===== config.mk =====
export PLATFORM = sky130hd
export DESIGN_NAME = serial_cmd_rx
export DESIGN_NICKNAME = d
export VERILOG_FILES = /design/src/rtl/scr_pkg.sv /design/src/rtl/scr_sync.sv /design/src/rtl/scr_edge.sv /design/src/rtl/scr_shifter.sv /design/src/rtl/scr_ctrl.sv /design/src/rtl/serial_cmd_rx.sv
export SDC_FILE = /design/constraint.sdc
export NUM_CORES = 1
export LEC_CHECK = 0
export BUFFER_PORTS_ARGS = -buffer_cell sky130_fd_sc_hd__buf_2
export CORE_AREA = 10 10 73 75
export DETAILED_ROUTE_END_ITERATION = 7
export DIE_AREA = 0 0 83 85
export PLACE_DENSITY = 0.75
export SLEW_MARGIN = 20
export SYNTH_ARGS = -nofsm -noshare
export SYNTH_HDL_FRONTEND = slang
export SYNTH_SLANG_ARGS = --single-unit

===== constraint.sdc =====
create_clock -name clk -period 1.8 [get_ports clk]
set_input_delay 0 -clock clk [delete_from_list [all_inputs] [get_ports clk]]
set_output_delay 0 -clock clk [all_outputs]
set_load 0.01 [all_outputs]

===== src/rtl/scr_pkg.sv =====
package scr_pkg;

    typedef enum logic [2:0] {
        ST_IDLE,
        ST_SHIFT,
        ST_LATCH,
        ST_DECODE,
        ST_WRITE
    } scr_state_e;

endpackage


===== src/rtl/scr_sync.sv =====
module scr_sync #(
    parameter int          WIDTH   = 3,
    parameter int          STAGES  = 2,
    parameter logic [WIDTH-1:0] RST_VAL = '0
) (
    input  logic             clk,
    input  logic             rst_n,
    input  logic [WIDTH-1:0] async_i,
    output logic [WIDTH-1:0] sync_o
);

    genvar g;
    generate
        for (g = 0; g < WIDTH; g++) begin : g_bit
            logic [STAGES-1:0] chain_q;

            always_ff @(posedge clk or negedge rst_n) begin
                if (!rst_n) begin
                    chain_q <= {STAGES{RST_VAL[g]}};
                end else begin
                    chain_q <= {chain_q[STAGES-2:0], async_i[g]};
                end
            end

            assign sync_o[g] = chain_q[STAGES-1];
        end
    endgenerate

endmodule


===== src/rtl/scr_edge.sv =====
module scr_edge #(
    parameter int               WIDTH   = 2,
    parameter logic [WIDTH-1:0] RST_VAL = '0
) (
    input  logic             clk,
    input  logic             rst_n,
    input  logic [WIDTH-1:0] level_i,
    output logic [WIDTH-1:0] rise_o,
    output logic [WIDTH-1:0] fall_o
);

    logic [WIDTH-1:0] prev_q;

    always_ff @(posedge clk or negedge rst_n) begin
        if (!rst_n) begin
            prev_q <= RST_VAL;
        end else begin
            prev_q <= level_i;
        end
    end

    genvar g;
    generate
        for (g = 0; g < WIDTH; g++) begin : g_det
            assign rise_o[g] =  level_i[g] & ~prev_q[g];
            assign fall_o[g] = ~level_i[g] &  prev_q[g];
        end
    endgenerate

endmodule


===== src/rtl/scr_shifter.sv =====
module scr_shifter #(
    parameter int WORD_W = 16,
    parameter int CNT_W  = 6
) (
    input  logic              clk,
    input  logic              rst_n,
    input  logic              din_i,
    input  logic              cs_n_i,
    input  logic              cs_fall_i,
    input  logic              sclk_rise_i,
    input  logic              sclk_fall_i,
    output logic [WORD_W-1:0] word_o,
    output logic [CNT_W-1:0]  count_o,
    output logic              dout_o
);

    localparam logic [CNT_W-1:0] CNT_MAX = {CNT_W{1'b1}};

    logic [WORD_W-1:0] sr_q;
    logic [CNT_W-1:0]  cnt_q;
    logic              dout_q;
    logic              shift_en;
    logic              out_en;
    logic [CNT_W-1:0]  cnt_inc;

    assign shift_en = sclk_rise_i & ~cs_n_i;
    assign out_en   = sclk_fall_i & ~cs_n_i;
    assign cnt_inc  = (cnt_q == CNT_MAX) ? cnt_q : cnt_q + 1'b1;

    always_ff @(posedge clk or negedge rst_n) begin
        if (!rst_n) begin
            sr_q  <= '0;
            cnt_q <= '0;
        end else if (shift_en) begin
            sr_q  <= {sr_q[WORD_W-2:0], din_i};
            cnt_q <= cs_fall_i ? CNT_W'(1) : cnt_inc;
        end else if (cs_fall_i) begin
            cnt_q <= '0;
        end
    end

    always_ff @(posedge clk or negedge rst_n) begin
        if (!rst_n) begin
            dout_q <= 1'b0;
        end else if (out_en) begin
            dout_q <= sr_q[WORD_W-1];
        end
    end

    assign word_o  = sr_q;
    assign count_o = cnt_q;
    assign dout_o  = dout_q;

    AST_SR_HOLD_CS_HIGH: assert property (@(posedge clk) disable iff (!rst_n)
        cs_n_i |=> $stable(sr_q)) else $error("shift register moved with select high");

    AST_DOUT_HOLD_CS_HIGH: assert property (@(posedge clk) disable iff (!rst_n)
        cs_n_i |=> $stable(dout_q)) else $error("chain output moved with select high");

    AST_CNT_CLEAR_ON_OPEN: assert property (@(posedge clk) disable iff (!rst_n)
        (cs_fall_i && !sclk_rise_i) |=> (cnt_q == '0)) else $error("bit count not cleared");

endmodule


===== src/rtl/scr_ctrl.sv =====
module scr_ctrl
    import scr_pkg::*;
#(
    parameter int WORD_W = 16,
    parameter int DATA_W = 8,
    parameter int CNT_W  = 6
) (
    input  logic              clk,
    input  logic              rst_n,
    input  logic              cs_n_i,
    input  logic              cs_rise_i,
    input  logic [WORD_W-1:0] word_i,
    input  logic [CNT_W-1:0]  count_i,
    output logic              wr_en_o,
    output logic [WORD_W-DATA_W-2:0] wr_addr_o,
    output logic [DATA_W-1:0] wr_data_o
);

    localparam int SEL_W  = WORD_W - DATA_W;
    localparam int ADDR_W = SEL_W - 1;

    scr_state_e        state_q;
    scr_state_e        state_d;
    logic [WORD_W-1:0] word_q;
    logic              len_ok_q;
    logic              accept;

    // Decode of the latched word: full length, write flag clear, non-zero address byte
    assign accept = len_ok_q
                  & ~word_q[WORD_W-1]
                  & (word_q[WORD_W-1:DATA_W] != '0);

    always_comb begin
        state_d = state_q;
        unique case (state_q)
            ST_IDLE:   if (!cs_n_i)   state_d = ST_SHIFT;
            ST_SHIFT:  if (cs_rise_i) state_d = ST_LATCH;
            ST_LATCH:                 state_d = ST_DECODE;
            ST_DECODE: state_d = accept ? ST_WRITE : ST_IDLE;
            ST_WRITE:                 state_d = ST_IDLE;
            default:                  state_d = ST_IDLE;
        endcase
    end

    always_ff @(posedge clk or negedge rst_n) begin
        if (!rst_n) begin
            state_q <= ST_IDLE;
        end else begin
            state_q <= state_d;
        end
    end

    always_ff @(posedge clk or negedge rst_n) begin
        if (!rst_n) begin
            word_q   <= '0;
            len_ok_q <= 1'b0;
        end else if (state_q == ST_SHIFT && cs_rise_i) begin
            word_q   <= word_i;
            len_ok_q <= (count_i == CNT_W'(WORD_W));
        end
    end

    always_comb begin
        wr_en_o   = 1'b0;
        wr_addr_o = word_q[DATA_W +: ADDR_W];
        wr_data_o = word_q[DATA_W-1:0];
        unique case (state_q)
            ST_WRITE: wr_en_o = 1'b1;
            ST_IDLE, ST_SHIFT, ST_LATCH, ST_DECODE: wr_en_o = 1'b0;
            default:  wr_en_o = 1'b0;
        endcase
    end

    AST_WR_SINGLE_PULSE: assert property (@(posedge clk) disable iff (!rst_n)
        wr_en_o |=> !wr_en_o) else $error("write strobe longer than one cycle");

    AST_WR_FULL_LENGTH: assert property (@(posedge clk) disable iff (!rst_n)
        wr_en_o |-> len_ok_q) else $error("strobe for a short or long word");

    AST_WR_FIELDS_STABLE: assert property (@(posedge clk) disable iff (!rst_n)
        (state_q == ST_DECODE) |=> $stable(word_q)) else $error("latched word moved before strobe");

endmodule


===== src/rtl/serial_cmd_rx.sv =====
module serial_cmd_rx #(
    parameter int WORD_W      = 16,
    parameter int DATA_W      = 8,
    parameter int SYNC_STAGES = 2
) (
    input  logic                       clk,
    input  logic                       rst_n,
    input  logic                       sclk_i,
    input  logic                       din_i,
    input  logic                       cs_n_i,
    output logic                       dout_o,
    output logic                       wr_en_o,
    output logic [WORD_W-DATA_W-2:0]   wr_addr_o,
    output logic [DATA_W-1:0]          wr_data_o
);

    localparam int ADDR_W = WORD_W - DATA_W - 1;
    localparam int CNT_W  = $clog2(WORD_W + 1) + 1;

    // Synchronized vector: bit 2 = select, bit 1 = data, bit 0 = serial clock
    logic [2:0] sync_lvl;
    logic [1:0] edge_rise;
    logic [1:0] edge_fall;
    logic [WORD_W-1:0] sh_word;
    logic [CNT_W-1:0]  sh_count;

    scr_sync #(
        .WIDTH   (3),
        .STAGES  (SYNC_STAGES),
        .RST_VAL (3'b100)
    ) i_sync (
        .clk     (clk),
        .rst_n   (rst_n),
        .async_i ({cs_n_i, din_i, sclk_i}),
        .sync_o  (sync_lvl)
    );

    // Edge vector: bit 1 = select, bit 0 = serial clock
    scr_edge #(
        .WIDTH   (2),
        .RST_VAL (2'b10)
    ) i_edge (
        .clk     (clk),
        .rst_n   (rst_n),
        .level_i ({sync_lvl[2], sync_lvl[0]}),
        .rise_o  (edge_rise),
        .fall_o  (edge_fall)
    );

    scr_shifter #(
        .WORD_W (WORD_W),
        .CNT_W  (CNT_W)
    ) i_shifter (
        .clk         (clk),
        .rst_n       (rst_n),
        .din_i       (sync_lvl[1]),
        .cs_n_i      (sync_lvl[2]),
        .cs_fall_i   (edge_fall[1]),
        .sclk_rise_i (edge_rise[0]),
        .sclk_fall_i (edge_fall[0]),
        .word_o      (sh_word),
        .count_o     (sh_count),
        .dout_o      (dout_o)
    );

    scr_ctrl #(
        .WORD_W (WORD_W),
        .DATA_W (DATA_W),
        .CNT_W  (CNT_W)
    ) i_ctrl (
        .clk       (clk),
        .rst_n     (rst_n),
        .cs_n_i    (sync_lvl[2]),
        .cs_rise_i (edge_rise[1]),
        .word_i    (sh_word),
        .count_i   (sh_count),
        .wr_en_o   (wr_en_o),
        .wr_addr_o (wr_addr_o),
        .wr_data_o (wr_data_o)
    );

    AST_WR_ADDR_NONZERO: assert property (@(posedge clk) disable iff (!rst_n)
        wr_en_o |-> (wr_addr_o != '0)) else $error("strobe for a no-op address");

    AST_WR_ONLY_SELECT_HIGH: assert property (@(posedge clk) disable iff (!rst_n)
        wr_en_o |-> sync_lvl[2]) else $error("strobe while select still low");

    initial begin
        assert (ADDR_W >= 1) else $error("address field too narrow");
    end

endmodule


* After elaboration in Yosys (flattened, before gate mapping)
Index checks and enable logic that the tools add are counted.
** Storage, ports and cells
- Bits in registers :: 51
- Input port bits :: 5
- Logic and storage cells :: 48
- Output and inout bits :: 17
** Cells by class
- Eq/ne operators :: 9
- Reduce and logical (&&, ||, !) cells :: 6
- $add $sub $neg :: 1
- Mux-type cells :: 9
- Bitwise logic cells :: 13
** Operators by type and width (number)
- 6-bit two-way mux :: 4
- 3-bit case mux with 4 select lines :: 1
- 3-bit two-way mux :: 3
- 1-bit bitwise AND :: 8
- 8-bit nonzero test :: 1
- 6-bit by 1-bit adder with 6-bit output (second input constant) :: 1
- 3-bit by 2-bit == test with 1-bit output (second input constant) :: 2
- 6-bit by 5-bit == test with 1-bit output (second input constant) :: 1
- 6-bit == test (second input constant) :: 1
- 1-bit inverter :: 5
- 2-bit by 1-bit != test with 1-bit output (second input constant) :: 2
- 2-bit AND reduction :: 2
- 3-bit by 1-bit == test with 1-bit output (second input constant) :: 1
- 3-bit == test (second input constant) :: 1
- 3-bit logical NOT :: 1
- 2-bit != test (second input constant) :: 1
- 2-bit nonzero test :: 1
- 1-bit logical AND :: 1
- 1-bit two-way mux :: 1

* Depth between registers and ports, before layout
Gate-level depths: netlist of the first run.
- Depth after elaboration :: 5
- Depth in mapped cells :: 6
- Mapped depth without buffers :: 5

* Cells and area by module
Synthesis of the first run repeated with hierarchy kept, for this count alone.
** Second synthesis, totals
- Cells, all modules :: 193
- Area, all modules :: 2230.9 µm²
** By module, submodules not included
- scr_shifter :: area each 999.7 µm², cells an instance 108, times used 1
- scr_ctrl :: area each 969.7 µm², cells an instance 70, times used 1
- scr_sync :: area each 175.2 µm², cells an instance 9, times used 1
- scr_edge :: area each 86.3 µm², cells an instance 6, times used 1

* Worst setup path after synthesis of the first run
OpenSTA, ideal clock, no wires.
- Path type :: reg2reg
- Start :: register i_sync.g_bit[2].chain_q[1]
- End :: register i_shifter.cnt_q[5] (netlist: i_shifter.count_o[5])
- Arrival :: 1460 ps
- Stages on the path, launching flop included :: 6
- Library setup time :: 122 ps
- Setup slack :: 218 ps
- Clock period less this slack :: 1582 ps
- Path through :: dfstp_2 -> buf_6 -> or3b_4 -> or4_1 -> mux2i_1 -> nor2_1
** On the way
- Cells in the longest elaborated chain, start to end :: 4
- Elaborated cells on any way between the ends :: 8
- Those cells by class :: 1 x eq/ne; 2 x mux; 3 x bitwise; 2 x reduce/logical
** RTL lines
- start, declared :: line scr_sync.sv:15 : logic [STAGES-1:0] chain_q;
- start signal, assigned :: line scr_sync.sv:19 : chain_q <= {STAGES{RST_VAL[g]}};
- start signal, assigned :: line scr_sync.sv:21 : chain_q <= {chain_q[STAGES-2:0], async_i[g]};
- 1-bit inverter (*) :: line scr_edge.sv:26, scr_shifter.sv:26
- 1-bit bitwise AND, on equally long branches :: line scr_edge.sv:26, scr_shifter.sv:26
- 2-bit by 1-bit != test with 1-bit output (no source line), or another cell as far along
- 2-bit AND reduction (no source line) or 6-bit two-way mux (tied branches)
- end signal, assigned :: line scr_shifter.sv:36 : cnt_q <= cs_fall_i ? CNT_W'(1) : cnt_inc;
- end, declared :: line scr_shifter.sv:20 : logic [CNT_W-1:0] cnt_q;
Every way passes the cells marked *; elsewhere a longest branch is shown, timed or not.
A chain may end at the register's enable or synchronous reset.

* Worst setup path after layout of the first run
Ends and elaborated chain as after synthesis.

==> impl_metrics.tcl, run 1 <==
set metrics [dict create \
    initial_utilization_pct 55.1 \
    timing.final.hold_violations 0 \
    crit_path_cell_trace "or3b_4 > or4_1 > mux2i_1 > nor2_1" \
    drt_first_iter_violations 108 \
    utilization_of_the_core_after_routing_pct 61.3 \
    clock_path_buffers 2 \
    postRouteAntennaNets 0 \
    maxCapViolCount 0 \
    setup_viol_count_final 0 \
    placementRows 23 \
    timing_max_transition_violations_final 0 \
    setup_tns_ps 0 \
    synth.cell_area_sq_um 2160 \
    routedWlPerCell_um 14.5 \
    power_density_nw_per_um2 1130 \
    syn2layout_area_growth_pct 11.2 \
    fin_hold_ws_ps 209 \
    layout_setup_ws_ps 172 \
    cts-buffers-inserted 5 \
    placement.cell_area_sq_um 2220 \
    crit_path_max_incr_delay_ps 440 \
    max-slew-margin-rel_pct 65.0 \
    cts.reportedPaths.clkPinSlew_ps 90 \
    critical_path_required_ps 1980 \
    critPathLaunchType "flip-flop" \
    grt-ovfl-total 0 \
    leakage_power_of_the_design_nw 1.24 \
    fp.dieH_um 85 \
    die-area_sq_um 7060 \
    vias_per_cell 5.08 \
    synthesis.instances 193 \
    path_class "flip-flop to flip-flop" \
    insertion_delay_of_the_later_clocked_pin_in_the_worst_skew_pair_ps 300 \
    boundaryPins 22 \
    totalWireLength_um 3790 \
    post-route-cell-area_sq_um 2400 \
    clock_sink_count 51 \
    detailed_place_hpwl_um 2600 \
    antenna_cells 0 \
    global_route.usage.total_pct 10.9 \
    maximum_number_of_pins_on_one_net_before_global_route_repair 25 \
    cts_hold_buffers 4 \
    gpl.final_weighted_congestion 0.861 \
    critical_path_peak_fanout 9 \
    synth.yosys.warnings 0 \
    netlist-cell-type-count 35 \
    outcome "finished clean" \
    post_route_cells_drive_above_1_share_pct 27.4 \
    max_slew.worst_pin.slew_ps 525 \
    port_buffers 21 \
    avgSynthCellArea_sq_um 11.2 \
    die_w_um 83 \
    ys_ff_latch 51 \
    nNetsFinal 218 \
    grt_antenna_before_repair 0 \
    layout.cells.non_filler 262 \
    endpoint_type_of_the_worst_setup_path "flip-flop" \
    cts_max_level 2 \
    preCtsSetupSlack_ps 193 \
    finalWorstPathRequiredPeriod_ps 1630 \
    post_cts.resized_instances 0 \
    vias_in_the_first_global_route 1321 \
    dpl.cell_count 250 \
    postCtsSetupBuffers 0 \
    drc 0 \
    core_region_area_sq_um 3910 \
    via_count 1330 \
    worstHoldPathType "input port to async pin" \
    final.setup_skew_ps 8.21 \
    crit_path_slowest_cell "sky130_fd_sc_hd__or3b_4" \
    vdd_ir_drop_max_mv 0.793 \
    grt_first_pass_wirelength_um 6470 \
    maximum_clock_rate_ghz 0.614 \
    finalPower_mw 2.70 \
    synthesis.nets 200 \
    cts-root-buf "sky130_fd_sc_hd__clkbuf_8" \
    rsz_0062_raised_after_global_routing "false" \
    tritoncts "built" \
    synth-seq-area-share_pct 59.4 \
    timing.critical_path.arrival_ps 1810 \
    tcrit_tclk_final_pct 90.4 \
    detailedRoute.firstPassIterationCount 4 \
]
==> kinds of logic after synthesis <==
family | Yosys count | share of synthesized area, %
and+or+nand+nor | 81 | 17.2
xor gates and xnor gates | 1 | 0.406
adders and majority gates | 2 | 1.16
DFF | 51 | 59.4
muxes | 19 | 9.81
buffers and inverters | 25 | 7.72
AOI/OAI and AO/OA | 14 | 4.29
==> power breakdown <==
| part | total (mW) | leakage, nW | internal (mW) | switching, mW |
|---|---|---|---|---|
| combinational | 0.390 | 0.499 | 0.199 | 0.191 |
| sequential | 1.40 | 0.674 | 1.29 | 0.103 |
| clock | 0.912 | 0.0654 | 0.555 | 0.357 |
| total | 2.70 | 1.24 | 2.05 | 0.651 |
==> cells in the mapped netlist <==
library cell	n	area, sq um
sky130_fd_sc_hd__nor4_1	1	6.26
sky130_fd_sc_hd__o311a_1	1	10.0
sky130_fd_sc_hd__xnor2_1	1	8.76
sky130_fd_sc_hd__or3_1	1	6.26
sky130_fd_sc_hd__buf_4	17	128
sky130_fd_sc_hd__nand3_1	3	15.0
sky130_fd_sc_hd__o2bb2ai_1	1	8.76
sky130_fd_sc_hd__or2_2	1	6.26
sky130_fd_sc_hd__inv_1	4	15.0
sky130_fd_sc_hd__nand4_1	2	12.5
sky130_fd_sc_hd__buf_6	1	11.3
sky130_fd_sc_hd__clkbuf_1	2	7.51
sky130_fd_sc_hd__or4_1	1	7.51
sky130_fd_sc_hd__or3b_4	1	11.3
sky130_fd_sc_hd__a21oi_1	5	25.0
sky130_fd_sc_hd__and3_1	2	12.5
sky130_fd_sc_hd__mux2_2	17	191
sky130_fd_sc_hd__nor3b_1	4	30.0
sky130_fd_sc_hd__dfrtp_1	48	1200
sky130_fd_sc_hd__nor4bb_1	1	10.0
sky130_fd_sc_hd__nor2_1	6	22.5
sky130_fd_sc_hd__mux2i_1	2	20.0
sky130_fd_sc_hd__nand2_1	54	203
sky130_fd_sc_hd__dfstp_2	3	78.8
sky130_fd_sc_hd__o21a_1	1	7.51
sky130_fd_sc_hd__o21ai_0	3	15.0
sky130_fd_sc_hd__nor4b_1	1	8.76
sky130_fd_sc_hd__a211oi_2	1	12.5
sky130_fd_sc_hd__ha_1	2	25.0
sky130_fd_sc_hd__nand2b_1	1	6.26
sky130_fd_sc_hd__nor3_1	1	5.00
sky130_fd_sc_hd__a211oi_1	1	7.51
sky130_fd_sc_hd__and4_1	1	8.76
sky130_fd_sc_hd__a31oi_1	1	6.26
sky130_fd_sc_hd__buf_2	1	5.00
==> cell type report <==
type | instances | area [sq um]
multi-input cells | 117 | 709
clock buffers | 6 | 72.6
inverters | 4 | 15.0
fillers | 322 | 1520
repair buffers | 32 | 198
well taps | 50 | 62.6
clock inverters | 2 | 60.1
flip-flops and latches | 51 | 1280
==> layer usage <==
metal	vias to the layer above	global-route usage (%)	wire, um
met1	635	13.3	1810
met5	-	0	0
met2	25	17.8	1840
li1	666	-	-
met3	4	3.35	124
met4	0	3.72	19
==> flip-flops by register name, summed over array words and instances, names as in the netlist <==
register,flops
i_ctrl.word_q,16
i_sync.g_bit.chain_q,6
i_shifter.word_o,16
i_ctrl.len_ok_q,1
i_edge.prev_q,2
i_shifter.count_o,6
i_ctrl.state_q,3
i_shifter.dout_o,1
==> path summary, 6_finish.rpt <==
check | cells after the start | slack (ps) | endpoint | start
worst max-delay path | 4 | 170 | i_shifter.count_o[5]$_DFFE_PN0P_ | i_sync.g_bit[2].chain_q[1]$_DFF_PN1_
worst min-delay path | 2 | 210 | i_ctrl.state_q[2]$_DFFE_PN0P_ | rst_n
worst min register to register | 0 | 360 | i_sync.g_bit[1].chain_q[1]$_DFF_PN0_ | i_sync.g_bit[1].chain_q[0]$_DFF_PN0_
min in group clk | 2 | 340 | i_sync.g_bit[1].chain_q[0]$_DFF_PN0_ | din_i
max in group asynchronous | 3 | 920 | i_sync.g_bit[2].chain_q[1]$_DFF_PN1_ | rst_n
worst max register to register | 4 | 170 | i_shifter.count_o[5]$_DFFE_PN0P_ | i_sync.g_bit[2].chain_q[1]$_DFF_PN1_
==> worst max-delay path: cells and delay by family (launching register included) <==
family	cells	cell delay, ps
AND/OR/NAND/NOR	3	930
flip-flops	1	420
multiplexers	1	160
==> placed cells by master, fill, tap and decap left out, drive strengths merged, types with 2 or more instances in the layout <==
master       instances
nand3                3
inv                  4
dlygate4sd3          4
mux2i                2
dfrtp               48
nand4                2
clkbuf               6
ha                   2
nor3b                4
and3                 2
nor2                 6
a211oi               2
nand2               54
dfstp                3
buf                 28
o21ai                3
mux2                17
bufinv               2
a21oi                5
Power figures use the tool's default switching activity.
==> run 2, diff against run 1 <==
--- a/config.mk
+++ b/config.mk
@@ -6,10 +6,10 @@
 export NUM_CORES = 1
 export LEC_CHECK = 0
 export BUFFER_PORTS_ARGS = -buffer_cell sky130_fd_sc_hd__buf_2
-export CORE_AREA = 10 10 73 75
+export CORE_AREA = 3 3 56 79
 export DETAILED_ROUTE_END_ITERATION = 7
-export DIE_AREA = 0 0 83 85
-export PLACE_DENSITY = 0.75
+export DIE_AREA = 0 0 59 82
+export PLACE_DENSITY = 0.76
 export SLEW_MARGIN = 20
 export SYNTH_ARGS = -nofsm -noshare
 export SYNTH_HDL_FRONTEND = slang
==> run 2 against run 1 <==
Compared with the run above:
- critical endpoint is now i_shifter.count_o[4]$_DFFE_PN0P_
- flip-flop and latch count did not move
- register-to-register slack hardly changed
- largest cell class unchanged
- worst setup slack improved by 7.7 ps
- critical path depth increased by 1
- global-route usage rose by 6.1 points
- clock-buffer cell count increased by 1
- die area fell by 31%
- clock skew increased by 2.0 ps
- worst hold slack improved by 120 ps
- final area down 2.7%
- sequential power about the same
==> impl_metrics.tcl, run 2 (synthesized netlist as in run 1, its figures left out) <==
set metrics [dict create \
    clock_sink_count 51 \
    power_density_nw_per_um2 1040 \
    setup_viol_count_final 0 \
    grt-ovfl-total 0 \
    cts.reportedPaths.clkPinSlew_ps 90 \
    layout_setup_ws_ps 180 \
    boundaryPins 22 \
    terminus_of_the_critical_flop_to_flop_path "i_shifter.count_o[4]$_DFFE_PN0P_" \
    critical_path_required_ps 2030 \
    post-route-cell-area_sq_um 2330 \
    grt_antenna_before_repair 0 \
    fp.dieH_um 82 \
    vdd_ir_drop_max_mv 0.799 \
    timing_max_transition_violations_final 0 \
    post_route_cells_drive_above_1_share_pct 26.7 \
    endpoint_type_of_the_worst_setup_path "flip-flop" \
    placementRows 27 \
    clock_path_buffers 2 \
    critPathLaunchType "flip-flop" \
    nNetsFinal 216 \
    routedWlPerCell_um 14.6 \
    maxCapViolCount 0 \
    crit_path_slowest_cell "sky130_fd_sc_hd__dfstp_2" \
    initial_utilization_pct 56.0 \
    crit_path_max_incr_delay_ps 410 \
    timing.final.hold_violations 0 \
    cts-buffers-inserted 5 \
    setup_tns_ps 0 \
    path_buf_inv 1 \
    layout.cells.non_filler 253 \
    final.setup_skew_ps 10.2 \
    detailedRoute.firstPassIterationCount 4 \
    antenna_cells 0 \
    worstRegToRegCells 5 \
    most-common-layout-cells "sky130_fd_sc_hd__nand2_1, sky130_fd_sc_hd__dfrtp_1, sky130_fd_sc_hd__buf_2" \
    rr_startpoint "i_sync.g_bit[2].chain_q[1]$_DFF_PN1_" \
    outcome "finished clean" \
    grt_first_pass_wirelength_um 6090 \
    final-seq-area_sq_um 1280 \
    syn2layout_area_growth_pct 8.18 \
    crit_path_cell_trace "or3b_4 > buf_4 > nor2_1 > a21oi_1 > a21oi_1" \
    via_count 1362 \
    insertion_delay_of_the_later_clocked_pin_in_the_worst_skew_pair_ps 300 \
    vias_per_cell 5.38 \
    leakage_power_of_the_design_nw 1.21 \
    max-slew-margin-rel_pct 59.3 \
    reg2reg_slack_ps 180 \
    maximum_number_of_pins_on_one_net_before_global_route_repair 52 \
    postRouteAntennaNets 0 \
    maximum_clock_rate_ghz 0.617 \
    rsz_0062_raised_after_global_routing "false" \
    vias_in_the_first_global_route 1264 \
    gpl.final_weighted_congestion 0.776 \
    cts_hold_buffers 4 \
    tritoncts "built" \
    dpl.cell_count 241 \
    placement.cell_area_sq_um 2200 \
    area_occupied_by_multi_input_gates_sq_um 709 \
    totalWireLength_um 3690 \
    global_route.usage.total_pct 17.0 \
    die-area_sq_um 4840 \
    most_common_cell_after_layout_fill_and_taps_aside "sky130_fd_sc_hd__nand2_1" \
    n_fill_cell 319 \
    tcrit_tclk_final_pct 90.0 \
    finalWorstPathRequiredPeriod_ps 1620 \
    drc 0 \
    path_class "flip-flop to flip-flop" \
    core_region_area_sq_um 3850 \
    die_w_um 59 \
    critical_path_peak_fanout 20 \
    cts_max_level 2 \
    worstHoldPathType "input port to async pin" \
    path_common_cell "sky130_fd_sc_hd__a21oi_1" \
    cpLargestDelayFamily "simple AND/OR/NAND/NOR gates" \
    postCtsSetupBuffers 0 \
    timing.critical_path.arrival_ps 1850 \
    cts-root-buf "sky130_fd_sc_hd__clkbuf_8" \
    post_cts.resized_instances 0 \
    finalPower_mw 2.43 \
    preCtsSetupSlack_ps 211 \
    port_buffers 21 \
    max_slew.worst_pin.slew_ps 610 \
    drt_first_iter_violations 18 \
    detailed_place_hpwl_um 2600 \
]
==> run 2: worst max path at each step <==
stage,startpoint,to,slack [ps],cells past startpoint
floorplan,i_sync.g_bit[2].chain_q[1]$_DFF_PN1_,i_shifter.count_o[5]$_DFFE_PN0P_,220,5
global placement,i_sync.g_bit[2].chain_q[1]$_DFF_PN1_,i_shifter.count_o[2]$_DFFE_PN0P_,270,4
detailed placement,i_sync.g_bit[2].chain_q[1]$_DFF_PN1_,i_shifter.count_o[4]$_DFFE_PN0P_,210,5
CTS,i_sync.g_bit[2].chain_q[1]$_DFF_PN1_,i_shifter.count_o[4]$_DFFE_PN0P_,190,5
global route,i_sync.g_bit[2].chain_q[1]$_DFF_PN1_,i_shifter.count_o[4]$_DFFE_PN0P_,80,5
finish,i_sync.g_bit[2].chain_q[1]$_DFF_PN1_,i_shifter.count_o[4]$_DFFE_PN0P_,180,5
==> run 2: tightest hold or removal path, cell delays in order <==
cell and delay [ps]:
sky130_fd_sc_hd__dlygate4sd3_1 510, sky130_fd_sc_hd__buf_2 100, sky130_fd_sc_hd__buf_4 490
==> run 2: per-stage QoR <==
stage / utilization [%] / hold WS (ps)
floorplan: - / -296
global placement: 57.1 / 108
detailed placement: 57.1 / 106
CTS: 60.6 / 340
global route: 60.6 / 351
finish: 60.6 / 330
==> run 2: area by class of cell <==
cell class,count,share of cell area (%)
clock buffer,7,3.70
clock inverter,1,0.215
inverter,4,0.644
multi-input combinational,117,30.4
sequential,51,54.9
tap,43,2.31
timing repair buffer,30,7.83
==> run 2: layer usage <==
| layer | vias to the layer above | GRT usage (%) | routed length (um) |
|---|---|---|---|
| met3 | 5 | 3.77 | 101 |
| met5 | - | 0 | 0 |
| met4 | 0 | 7.48 | 47 |
| met1 | 679 | 20.5 | 1510 |
| li1 | 659 | - | - |
| met2 | 19 | 28.9 | 2030 |
==> run 2: power by group <==
group,internal [mW],switching [mW]
Sequential,1.29,0.102
Clock,0.310,0.340
Combinational,0.193,0.186
==> run 3, diff against run 2 <==
--- a/config.mk
+++ b/config.mk
@@ -5,11 +5,13 @@
 export SDC_FILE = /design/constraint.sdc
 export NUM_CORES = 1
 export LEC_CHECK = 0
+export ABC_AREA = 1
 export BUFFER_PORTS_ARGS = -buffer_cell sky130_fd_sc_hd__buf_2
 export CORE_AREA = 3 3 56 79
 export DETAILED_ROUTE_END_ITERATION = 7
 export DIE_AREA = 0 0 59 82
 export PLACE_DENSITY = 0.76
+export SETUP_SLACK_MARGIN = 0.5
 export SLEW_MARGIN = 20
 export SYNTH_ARGS = -nofsm -noshare
 export SYNTH_HDL_FRONTEND = slang
==> run 3 against run 2 <==
Compared with the run above:
- total power grew 2.7%
- die area is the same
- synthesized cell count grew 18%
- area after synthesis is the same
- utilization grew 2.7 points
- clock skew shrank 3.6 ps
- via count grew 7.6%
- worst hold slack lost 4.9 ps
- final area grew 4.4%
==> impl_metrics.tcl, run 3 <==
set metrics [dict create \
    outcome "finished clean" \
    synth_enable_flop_cells 0 \
    maximum_clock_rate_ghz 0.807 \
    die_w_um 59 \
    post-route-cell-area_sq_um 2430 \
    utilization_of_the_core_after_routing_pct 63.2 \
    routedWlPerCell_um 12.2 \
    tcrit_tclk_final_pct 68.9 \
    crit_path_slowest_cell "sky130_fd_sc_hd__dfstp_2" \
    final.setup_skew_ps 6.59 \
    n_fill_cell 323 \
    detailed_place_hpwl_um 2280 \
    gpl.final_weighted_congestion 0.858 \
    synth-async-reset-ratio_pct 100 \
    final-seq-area_sq_um 1280 \
    avgSynthCellArea_sq_um 9.46 \
    vias_per_cell 5.02 \
    core_region_area_sq_um 3850 \
    fp.dieH_um 82 \
    setup_tns_ps 0 \
    timing.critical_path.arrival_ps 1420 \
    timing_max_transition_violations_final 0 \
    postSynth.topFlopCell "sky130_fd_sc_hd__dfrtp_1" \
    power.combinational.fraction_pct 17.9 \
    nNetsFinal 255 \
    synthesis.instances 228 \
    ys_ff_latch 51 \
    placementRows 27 \
    postRouteAntennaNets 0 \
    layout.cells.non_filler 292 \
    worstHoldPathType "input port to async pin" \
    post_route_cells_drive_above_1_share_pct 21.7 \
    netlist-cell-type-count 25 \
    drc 0 \
    rr_startpoint "i_sync.g_bit[2].chain_q[1]$_DFF_PN1_" \
    vias_in_the_first_global_route 1361 \
    area_occupied_by_multi_input_gates_sq_um 627 \
    most_common_cell_after_layout_fill_and_taps_aside "sky130_fd_sc_hd__nand2_1" \
    fin_hold_ws_ps 325 \
    layout_setup_ws_ps 561 \
    rsz_0062_raised_after_global_routing "true" \
    power.internal_mw 1.76 \
    clock_sink_count 51 \
    die-area_sq_um 4840 \
    totalWireLength_um 3570 \
    cts-buffers-inserted 5 \
    global_route.usage.total_pct 16.8 \
    synthesis.nets 235 \
    crit_path_cell_trace "nor3_4 > buf_12 > buf_16 > nand2_1 > o21ai_0" \
    grt-ovfl-total 0 \
    max_slew.worst_pin.slew_ps 614 \
    critical_path_peak_fanout 32 \
    vdd_ir_drop_max_mv 0.784 \
    cells_taking_the_most_area_after_synthesis "sky130_fd_sc_hd__dfrtp_1, sky130_fd_sc_hd__nand2_1, sky130_fd_sc_hd__o21ai_0" \
    grt_first_pass_wirelength_um 6020 \
    dpl.cell_count 273 \
    post-synth-top-count-cell "sky130_fd_sc_hd__nand2_1" \
    critPathLaunchType "flip-flop" \
    drt_first_iter_violations 54 \
    synth_commonest_cells "sky130_fd_sc_hd__nand2_1, sky130_fd_sc_hd__dfrtp_1, sky130_fd_sc_hd__inv_1" \
    syn2layout_area_growth_pct 12.9 \
    cts-root-buf "sky130_fd_sc_hd__clkbuf_8" \
    worstRegToRegCells 5 \
    terminus_of_the_critical_flop_to_flop_path "i_shifter.word_o[2]$_DFFE_PN0P_" \
    max-slew-margin-rel_pct 59.1 \
    finalPower_mw 2.49 \
    fraction_of_synthesized_cell_area_taken_by_the_top_area_cell_type_pct 55.7 \
    synth_top_cell_by_area "sky130_fd_sc_hd__dfrtp_1" \
    insertion_delay_of_the_later_clocked_pin_in_the_worst_skew_pair_ps 300 \
    reg2reg_slack_ps 560 \
    cts_max_level 2 \
    endpoint_type_of_the_worst_setup_path "flip-flop" \
    path_class "flip-flop to flip-flop" \
    timing.final.hold_violations 0 \
    placement.cell_area_sq_um 2190 \
    clkPwrFrac_pct 26.2 \
    synth.cell_area_sq_um 2160 \
    critical_path_required_ps 1980 \
    antenna_cells 0 \
    grt_antenna_before_repair 0 \
    port_buffers 21 \
    synth.yosys.warnings 0 \
    synth-seq-area-share_pct 59.4 \
    finalWorstPathRequiredPeriod_ps 1240 \
    swShare_pct 29.4 \
    power_density_nw_per_um2 1020 \
    share_seq_of_total_power_pct 55.9 \
    most-common-layout-cells "sky130_fd_sc_hd__nand2_1, sky130_fd_sc_hd__dfrtp_1, sky130_fd_sc_hd__inv_1" \
    leakage_power_of_the_design_nw 1.20 \
    setup_viol_count_final 0 \
    startpoint "i_sync.g_bit[2].chain_q[1]$_DFF_PN1_" \
    switching_power_mw 0.732 \
    clock_path_buffers 2 \
    boundaryPins 22 \
    initial_utilization_pct 56.0 \
    via_count 1465 \
    preCtsSetupSlack_ps 469 \
    cts.reportedPaths.clkPinSlew_ps 90 \
    maximum_number_of_pins_on_one_net_before_global_route_repair 52 \
    maxCapViolCount 0 \
    detailedRoute.firstPassIterationCount 4 \
    crit_path_max_incr_delay_ps 620 \
    crit_end "i_shifter.word_o[2]$_DFFE_PN0P_" \
    tritoncts "built" \
]
==> run 3: changes by cell type after synthesis, sizes merged, moves of 2 or more <==
cell    previous run  this run
mux2              17         0
mux2i              2         0
buf               19        21
nand3              3         6
a211oi             2         0
nor2               6         9
nor3b              4         0
nor3               1         4
and3               2         0
o21ai              3        36
inv                4        32
nand4              2         5
==> run 3: worst min path at each step <==
| stage | end | startpoint | cells after the start |
|---|---|---|---|
| floorplan | i_ctrl.len_ok_q$_DFFE_PN0P_ | rst_n | 0 |
| global placement | i_sync.g_bit[2].chain_q[0]$_DFF_PN1_ | cs_n_i | 1 |
| detailed placement | i_sync.g_bit[2].chain_q[0]$_DFF_PN1_ | cs_n_i | 1 |
| CTS | i_sync.g_bit[1].chain_q[0]$_DFF_PN0_ | din_i | 2 |
| global route | i_sync.g_bit[1].chain_q[0]$_DFF_PN0_ | din_i | 2 |
| finish | i_ctrl.state_q[0]$_DFFE_PN0P_ | rst_n | 3 |
==> run 3: power by group through the flow <==
stage	Sequential [mW]	Clock, mW	Combinational, mW
floorplan	1.40	0	0.368
global placement	1.41	0	0.399
detailed placement	1.42	0	0.405
CTS	1.39	0.674	0.435
global route	1.42	0.720	0.525
finish	1.39	0.654	0.446
==> run 3: area by class of cell <==
cell class	instances	share of cell area, %
clock buffer	5	2.83
inverter	32	4.93
tap	43	2.21
multi-input combinational	123	25.7
timing repair buffer	35	10.9
clock inverter	3	0.771
sequential	51	52.6
==> run 3: timing repair <==
action,CTS,global route
setup endpoints to repair,16,25
setup buffers,4,3
resized for setup,3,14
pin swaps,2,4
hold endpoints to repair,51,0
hold buffers,4,0
==> run 3: worst max-delay path, delay by kind of cell (launching register included) <==
| family | cells | cell delay (ps) |
|---|---|---|
| DFF | 1 | 620 |
| and+or+nand+nor | 2 | 120 |
| AOI/OAI and AO/OA | 1 | 70 |
| buffers and inverters | 2 | 300 |
==> run 3: kinds of logic after synthesis <==
| kind of cell | after synthesis | share of synthesized area (%) |
|---|---|---|
| compound gates | 41 | 9.81 |
| xor+xnor | 1 | 0.406 |
| fa+ha+maj | 2 | 1.16 |
| buf+inv | 54 | 12.9 |
| flops | 51 | 59.4 |
| simple gates | 79 | 16.3 |
==> run 3: per-layer routing <==
| layer | global-route usage (%) | routed length (um) |
|---|---|---|
| met5 | 0 | 0 |
| met3 | 4.87 | 106 |
| met2 | 26.5 | 1770 |
| met4 | 9.98 | 76 |
| met1 | 19.9 | 1620 |
